File: src/rtl/sdf_r2_pkg.sv
package sdf_r2_pkg;

  // Phase of the feedback loop: parking samples or pairing them.
  typedef enum logic {
    PH_FILL = 1'b0,
    PH_BFLY = 1'b1
  } sdf_phase_e;

endpackage

File: src/rtl/sdf_delay_line.sv
// Circular-buffer delay line of DEPTH words. It is equivalent to a DEPTH-long
// shift register: the word read at the pointer is the one written DEPTH
// advances earlier. Written as a RAM with a single address so that it maps to
// memory rather than to a register chain.
module sdf_delay_line #(
  parameter int WORD_W = 32,
  parameter int DEPTH  = 8
) (
  input  logic              clk,
  input  logic              rst,
  input  logic              shift,
  input  logic [WORD_W-1:0] wr_word,
  output logic [WORD_W-1:0] rd_word
);

  localparam int AW = (DEPTH > 1) ? $clog2(DEPTH) : 1;
  localparam logic [AW-1:0] LAST = AW'(DEPTH - 1);

  logic [WORD_W-1:0] mem [DEPTH];
  logic [AW-1:0]     ptr;

  assign rd_word = mem[ptr];

  always_ff @(posedge clk) begin
    if (shift) begin
      mem[ptr] <= wr_word;
    end
  end

  always_ff @(posedge clk) begin
    if (rst) begin
      ptr <= '0;
    end else if (shift) begin
      ptr <= (ptr == LAST) ? '0 : ptr + 1'b1;
    end
  end

endmodule

File: src/rtl/sdf_bfly_arith.sv
// Scaled radix-2 butterfly: sum and difference computed one bit wider, then
// halved with an arithmetic shift. One generate lane per complex component.
module sdf_bfly_arith #(
  parameter int DATA_W = 16
) (
  input  logic [1:0][DATA_W-1:0] a,
  input  logic [1:0][DATA_W-1:0] b,
  output logic [1:0][DATA_W-1:0] sum_half,
  output logic [1:0][DATA_W-1:0] dif_half
);

  localparam int EXT_W = DATA_W + 1;

  for (genvar lane = 0; lane < 2; lane++) begin : g_lane
    logic signed [EXT_W-1:0] a_ext;
    logic signed [EXT_W-1:0] b_ext;
    logic signed [EXT_W-1:0] sum_ext;
    logic signed [EXT_W-1:0] dif_ext;

    always_comb begin
      a_ext   = {a[lane][DATA_W-1], a[lane]};
      b_ext   = {b[lane][DATA_W-1], b[lane]};
      sum_ext = a_ext + b_ext;
      dif_ext = a_ext - b_ext;
    end

    assign sum_half[lane] = sum_ext[EXT_W-1:1];
    assign dif_half[lane] = dif_ext[EXT_W-1:1];
  end

endmodule

File: src/rtl/sdf_stage_ctrl.sv
// Local control: the input counter picks the loop phase, and a drain counter
// tracks how many stored differences are still to leave the stage.
module sdf_stage_ctrl
  import sdf_r2_pkg::*;
#(
  parameter int DEPTH = 8
) (
  input  logic                              clk,
  input  logic                              rst,
  input  logic                              in_valid,
  output sdf_phase_e                        phase,
  output logic                              at_start,
  output logic [$clog2(2*DEPTH)-1:0]        drain_left,
  output logic                              advance,
  output logic                              emit
);

  localparam int CW = $clog2(2 * DEPTH);
  localparam logic [CW-1:0] DRAIN_INIT = CW'(DEPTH);
  localparam logic [CW-1:0] CNT_LAST   = {CW{1'b1}};

  logic [CW-1:0] in_cnt;
  logic          drain_pop;
  logic          last_in;

  always_comb begin
    phase     = in_cnt[CW-1] ? PH_BFLY : PH_FILL;
    at_start  = (in_cnt == '0);
    drain_pop = (phase == PH_FILL) && (drain_left != '0) && (in_valid || at_start);
    advance   = in_valid || drain_pop;
    emit      = ((phase == PH_BFLY) && in_valid) || drain_pop;
    last_in   = in_valid && (in_cnt == CNT_LAST);
  end

  always_ff @(posedge clk) begin
    if (rst) begin
      in_cnt     <= '0;
      drain_left <= '0;
    end else begin
      if (in_valid) begin
        in_cnt <= in_cnt + 1'b1;
      end
      if (last_in) begin
        drain_left <= DRAIN_INIT;
      end else if (drain_pop) begin
        drain_left <= drain_left - 1'b1;
      end
    end
  end

endmodule

File: src/rtl/sdf_r2_stage.sv
module sdf_r2_stage
  import sdf_r2_pkg::*;
#(
  parameter int DATA_W = 16,
  parameter int DEPTH  = 8
) (
  input  logic              clk,
  input  logic              rst,
  input  logic              in_valid,
  input  logic [DATA_W-1:0] in_re,
  input  logic [DATA_W-1:0] in_im,
  output logic              out_valid,
  output logic [DATA_W-1:0] out_re,
  output logic [DATA_W-1:0] out_im
);

  localparam int CW     = $clog2(2 * DEPTH);
  localparam int WORD_W = 2 * DATA_W;

  sdf_phase_e               phase;
  logic                     at_start;
  logic [CW-1:0]            drain_left;
  logic                     advance;
  logic                     emit;
  logic                     bfly_phase;
  logic                     drain_busy;

  logic [WORD_W-1:0]        head_word;
  logic [WORD_W-1:0]        fb_word;
  logic [1:0][DATA_W-1:0]   head_c;
  logic [1:0][DATA_W-1:0]   in_c;
  logic [1:0][DATA_W-1:0]   sum_c;
  logic [1:0][DATA_W-1:0]   dif_c;

  sdf_stage_ctrl #(
    .DEPTH (DEPTH)
  ) u_ctrl (
    .clk        (clk),
    .rst        (rst),
    .in_valid   (in_valid),
    .phase      (phase),
    .at_start   (at_start),
    .drain_left (drain_left),
    .advance    (advance),
    .emit       (emit)
  );

  // Real part in the upper half of the stored word, imaginary in the lower.
  assign head_c[1] = head_word[WORD_W-1:DATA_W];
  assign head_c[0] = head_word[DATA_W-1:0];
  assign in_c[1]   = in_re;
  assign in_c[0]   = in_im;

  sdf_bfly_arith #(
    .DATA_W (DATA_W)
  ) u_arith (
    .a        (head_c),
    .b        (in_c),
    .sum_half (sum_c),
    .dif_half (dif_c)
  );

  assign bfly_phase = (phase == PH_BFLY);
  assign drain_busy = (drain_left != '0);
  assign fb_word    = bfly_phase ? {dif_c[1], dif_c[0]} : {in_re, in_im};

  sdf_delay_line #(
    .WORD_W (WORD_W),
    .DEPTH  (DEPTH)
  ) u_dline (
    .clk     (clk),
    .rst     (rst),
    .shift   (advance),
    .wr_word (fb_word),
    .rd_word (head_word)
  );

  always_ff @(posedge clk) begin
    if (rst) begin
      out_valid <= 1'b0;
      out_re    <= '0;
      out_im    <= '0;
    end else begin
      out_valid <= emit;
      if (emit) begin
        out_re <= bfly_phase ? sum_c[1] : head_c[1];
        out_im <= bfly_phase ? sum_c[0] : head_c[0];
      end
    end
  end

endmodule

File: config.mk
export PLATFORM = sky130hd
export DESIGN_NAME = sdf_r2_stage
export DESIGN_NICKNAME = d
export VERILOG_FILES = /design/src/rtl/sdf_r2_pkg.sv /design/src/rtl/sdf_delay_line.sv /design/src/rtl/sdf_bfly_arith.sv /design/src/rtl/sdf_stage_ctrl.sv /design/src/rtl/sdf_r2_stage.sv
export SDC_FILE = /design/constraint.sdc
export NUM_CORES = 1
export LEC_CHECK = 0
export BUFFER_PORTS_ARGS = -buffer_cell sky130_fd_sc_hd__buf_2
export CAP_MARGIN = 20
export CORE_MARGIN = 5
export CORE_UTILIZATION = 62
export CTS_CLUSTER_SIZE = 20
export DETAILED_ROUTE_END_ITERATION = 6
export GPL_TIMING_DRIVEN = 0
export PLACE_DENSITY = 0.8
export SETUP_SLACK_MARGIN = 0.15
export SLEW_MARGIN = 0
export SYNTH_ARGS = -nofsm -noshare
export SYNTH_HDL_FRONTEND = slang
export SYNTH_SLANG_ARGS = --single-unit
File: constraint.sdc
create_clock -name clk -period 5.7 [get_ports clk]
set_input_delay 0.285 -clock clk [delete_from_list [all_inputs] [get_ports clk]]
set_output_delay 0.285 -clock clk [all_outputs]
set_load 0.005 [all_outputs]
# --- Word level (Yosys, flattened, before mapping) ---
# Memory sizes are Yosys's and may differ from the RTL's. A register that Yosys moved wholly into a read port is not among the register bits.
# Cells that the tools add are included.
# Widths: inputs -> output; s select.
totals:
  n_memories: 1
  ff_bits: 44
  mem_bits_rw: 256
  out_inout_bits: 33
  input_bits: 35
  elab_cells: 40
classes:
  n_mux: 11
  n_reduce_logical: 11
  n_addsub: 7
  n_eq_ne: 2
  bitwise: 1
mem_list:
  columns: ["name", "words", "word_bits", "rd", "rd_ports_with_merged_regs", "write_ports", "line_no", "source"]
  rows:
  - ["u_dline.mem", 8, 32, 1, 1, 1, "sdf_delay_line.sv:19", "logic [WORD_W-1:0] mem [DEPTH];"]
ops:
  columns: ["cell", "n"]
  rows:
  - ["$add 16x16->17", 2]
  - ["$sub 16x16->17", 2]
  - ["$mux 16", 2]
  - ["$mux 32", 1]
  - ["$mux 3", 3]
  - ["$mux 4", 2]
  - ["$add 4x1->4 const B", 1]
  - ["$eq 4x4->1 const B", 1]
  - ["$logic_and 1x1->1", 4]
  - ["$logic_not 4->1", 1]
  - ["$reduce_bool 4->1", 1]
  - ["$sub 4x1->4 const B", 1]
  - ["$add 3x1->3 const B", 1]
  - ["$eq 3x3->1 const B", 1]
  - ["$logic_or 1x1->1", 3]
  - ["$mux 1", 3]
  - ["$reduce_bool 2->1", 1]
  - ["$reduce_or 2->1", 1]
  - ["$not 1->1", 1]

# --- Logic depth before layout (Yosys ltp) ---
logic_depth:
  depth_word: 7
  depth_mapped: 16
  depth_no_buf: 13

# --- By module ---
# Synthesis repeated with hierarchy kept, for this count alone.
unflattened:
  hier_cells: 1111
  hier_area_um2: 15612.5
modules_own_cells:
  columns: ["mod", "area_each_um2", "instances", "cells_each"]
  rows:
  - ["sdf_delay_line", 10018.4, 1, 398]
  - ["sdf_bfly_arith", 3308.2, 1, 487]
  - ["sdf_r2_stage", 1856.8, 1, 180]
  - ["sdf_stage_ctrl", 429.2, 1, 46]

# --- Least setup slack after synthesis ---
# No wires, ideal clock.
synth_timing:
  kind: "flip-flop to flip-flop"
  startpoint: "reg with a tool-made name"
  endpoint: "mem u_dline.mem[0][31] (data pin)"
  path_slack_ns: 0.932
  arrival_time_ns: 4.462
  path_stages_with_launch: 16
  setup_time_ns: 0.307
  required_time_ns: 5.393
  path_cell_list: "dfxtp_1 -> buf_2 -> buf_2 -> buf_2 -> mux4_2 -> mux2_2 -> fa_1 -> a21o_1 -> a21oi_1 -> o21bai_1 -> a21oi_1 -> o31ai_1 -> a41oi_1 -> a2111oi_0 -> o21a_1 -> o41ai_1"
synth_lines:
  columns: ["item", "line_no"]
  rows:
  - ["to (decl)", "sdf_delay_line.sv:19"]

==> impl_metrics.ini <==
[routing]
wirelength_um = 38200
ant_nets = 0
drc = 0
vias_per_cell = 6.34
first_pass_iters = 7
wl_per_cell_um = 23.9
drt-initial-drc-count = 1181
vias = 10100

[floorplanning]
start_util_pct = 62.6
io_pins = 68
dieArea_sq_mm = 0.0277
rows = 57
die_y_um = 167
die_w_um = 167
core_sq_mm = 0.0242

[logic_synthesis]
ys_async_sr_fraction_pct = 0
synth_fp_nets = 1258
yosys.cell_types.count = 70
synth_edf_count = 256
postSynthCellCount = 1143
ys_seq_area_share_pct = 56.8
ys_ff_latch = 303
syn_area_per_cell_sq_um = 13.3
ys.warnings.count = 0
synth_flop_cell = edfxtp_1
syn-cell-area_sq_mm = 0.0152

[min_path]
hold_class = in2reg
worstHoldPathCells = 3

[placed_design]
dpl-instance-area_sq_mm = 0.0162
place.gp.congestion = 0.938
numPortBuffers = 66
dp_hpwl_um = 27400

[cells_and_area]
final_area_sq_mm = 0.0172
syn_to_final_growth_pct = 13.2
multi_input_area_sq_mm = 0.00616
drive_gt1_share_pct = 20.1
diodes = 0
layout.area.seq_sq_mm = 0.00863
fill_cells = 1641
post-route-util_pct = 70.9
nets = 1369

[clock_network]
cts.sinks = 303
cts_tree = built
cts_buffers = 30
clockBufferDepth = 3
insertion_delay_ns = 0.56
clk_pin_slew_worst_paths_ns = 0.06
cts-root-buf = clkbuf_16
h-tree-depth = 1

[power_and_ir_drop]
ir_drop_v = 0.000356
power_density_mw_per_mm2 = 514
cellLeakagePower_nw = 6.21
total_power_mw = 8.83

[flow_run]
cap_violations = 0

[critical_path]
worst-r2r-cell-count = 15
crit_arrival_ns = 5.44
critical_path_class = reg2reg
worst_setup_path_start_kind = flop
end_kind = flop
crit_fanout = 10
critPathRequiredTime_ns = 5.97

[grt]
grt_pass1_wl_um = 58200
grt_remaining_overflow = 0
grt_pass1_vias = 10100
antenna_found_initial = 0
grt_usage_pct = 27.1
grt_max_degree = 24

[sta]
setup_tns_ns = 0
max_freq_mhz = 193
fin_crit_ns = 5.17
grt_setup_unrepaired = no
worst_slew_pin_slew_ns = 1.02
setup_viol = 0
hold_viol = 0
drv_slew = 0
slew_headroom_pct = 31.8
finalCritPeriodShare_pct = 90.8
finClkSkew_ns = 0.0124

[status]
status = finished, final reports clean
==> cell type report <==
| class | count | share of cell area, % |
|---|---|---|
| clock buffers | 38 | 4.72 |
| plain buffers | 56 | 1.46 |
| well taps | 324 | 2.36 |
| inverters | 64 | 1.40 |
| repair buffers | 79 | 3.15 |
| clock inverters | 16 | 0.845 |
| flip-flops and latches | 303 | 50.2 |
| multi-input cells | 720 | 35.9 |
==> per-stage QoR <==
stage               hold WS [ns]  instances  setup slack (ns)
finish                     0.174       1600             0.527
floorplan                  0.448       1143             0.932
detailed placement         0.437       1546            -0.624
CTS                        0.149       1600             0.244
global placement           0.429       1533             -1.22
global route               0.170       1600             0.179
==> final timing paths <==
kind | start | to | slack, ns
min | in_re[15] | u_dline.mem[6][31] | 0.17
max | flop | u_dline.mem[0][13] | 0.53
min reg2reg | out_re[1] | out_re[1] | 0.45
max reg2reg | flop | u_dline.mem[0][13] | 0.53
==> sequential cells by signal, indices dropped and copies added, names as in the netlist, named ones only <==
signal and cells:
u_dline.ptr 3, out_valid 1, u_dline.mem 256, out_re 16, u_ctrl.in_cnt 4, u_ctrl.drain_left 4, out_im 16
==> Yosys cell counts, types with 4 or more instances <==
cell / count / area share [%]
nand4_1: 5 / 0.21
xor2_1: 9 / 0.52
xnor2_1: 35 / 2.0
a21o_1: 17 / 0.84
nand2b_1: 10 / 0.41
clkbuf_1: 39 / 0.96
edfxtp_1: 256 / 51
mux2i_1: 20 / 1.3
inv_1: 63 / 1.6
nand3_1: 17 / 0.56
a21oi_1: 69 / 2.3
or3_1: 9 / 0.37
o211ai_1: 9 / 0.44
nor2_1: 95 / 2.3
mux2_2: 37 / 2.7
a31oi_1: 7 / 0.29
ha_1: 76 / 6.3
a21boi_0: 9 / 0.44
a2111oi_0: 4 / 0.23
mux4_2: 62 / 9.2
a211oi_1: 11 / 0.54
nand2_1: 54 / 1.3
buf_1: 5 / 0.12
fa_1: 4 / 0.53
nor2b_1: 8 / 0.33
o21ai_0: 46 / 1.5
buf_2: 9 / 0.30
o21a_1: 6 / 0.30
o22ai_1: 6 / 0.25
dfxtp_1: 47 / 6.2
o21bai_1: 9 / 0.44
nor3_1: 21 / 0.69
o31ai_1: 7 / 0.35
nor4_1: 6 / 0.25
==> cells in the final DEF, fill, tap and decap left out, drive strengths merged, types with 9 or more instances in the layout <==
cell type  netlist  routed
a21boi           9       9
mux4            62      62
edfxtp         256     256
nand2b          10      10
mux2i           20      20
buf             16      93
xnor2           35      35
ha              76      76
nand2           54      54
xor2             9       9
a21oi           69      69
inv             63      65
a211oi          12      12
nor2            95      95
or3              9       9
o21ai           47      47
mux2            38      38
nor3            21      21
a21o            17      17
dfxtp           47      47
o211ai           9       9
clkinv           1      12
nand3           17      17
clkbuf          40      80
o21bai           9       9
==> repair_timing <==
item / CTS / global route
setup buffers: 0 / 0
pin swaps: 0 / 0
hold buffers: 0 / 0
setup endpoints to repair: 48 / 66
resized for setup: 5 / 7
==> per-layer routing <==
metal	vias to the layer above	GRT usage (%)	part of all wire, %
met5	-	0	0
li1	4548	-	-
met2	472	44.0	47
met1	5051	38.2	42
met4	0	7.93	3.1
met3	78	4.81	7.9
==> power by group <==
group	internal (mW)	switching, mW	total, mW
combinational	1.64	2.35	3.99
clock	1.09	0.813	1.91
sequential	2.79	0.144	2.93
==> worst max-delay path, stage by stage, from the launching register on <==
cell and delay [ns]:
dfxtp_1 0.38, clkbuf_4 0.31, clkbuf_4 0.33, buf_4 0.31
mux4_2 0.53, mux2_2 0.32, ha_1 0.28, clkbuf_1 0.34
o21ai_0 0.24, a21boi_0 0.30, o21ai_0 0.15, a21boi_1 0.34
o2111ai_1 0.19, a31oi_1 0.33, nor4b_1 0.09, a211o_1 0.41
==> cells by family after synthesis <==
kind of cell / count (synthesis) / share of synthesized area [%]
muxes: 120 / 13.4
AOI/OAI and AO/OA: 235 / 10.1
DFF: 303 / 56.8
adders and majority gates: 80 / 6.79
xor gates and xnor gates: 44 / 2.54
and+or+nand+nor: 241 / 7.23
buffers and inverters: 120 / 3.17
Power figures use the tool's default switching activity.
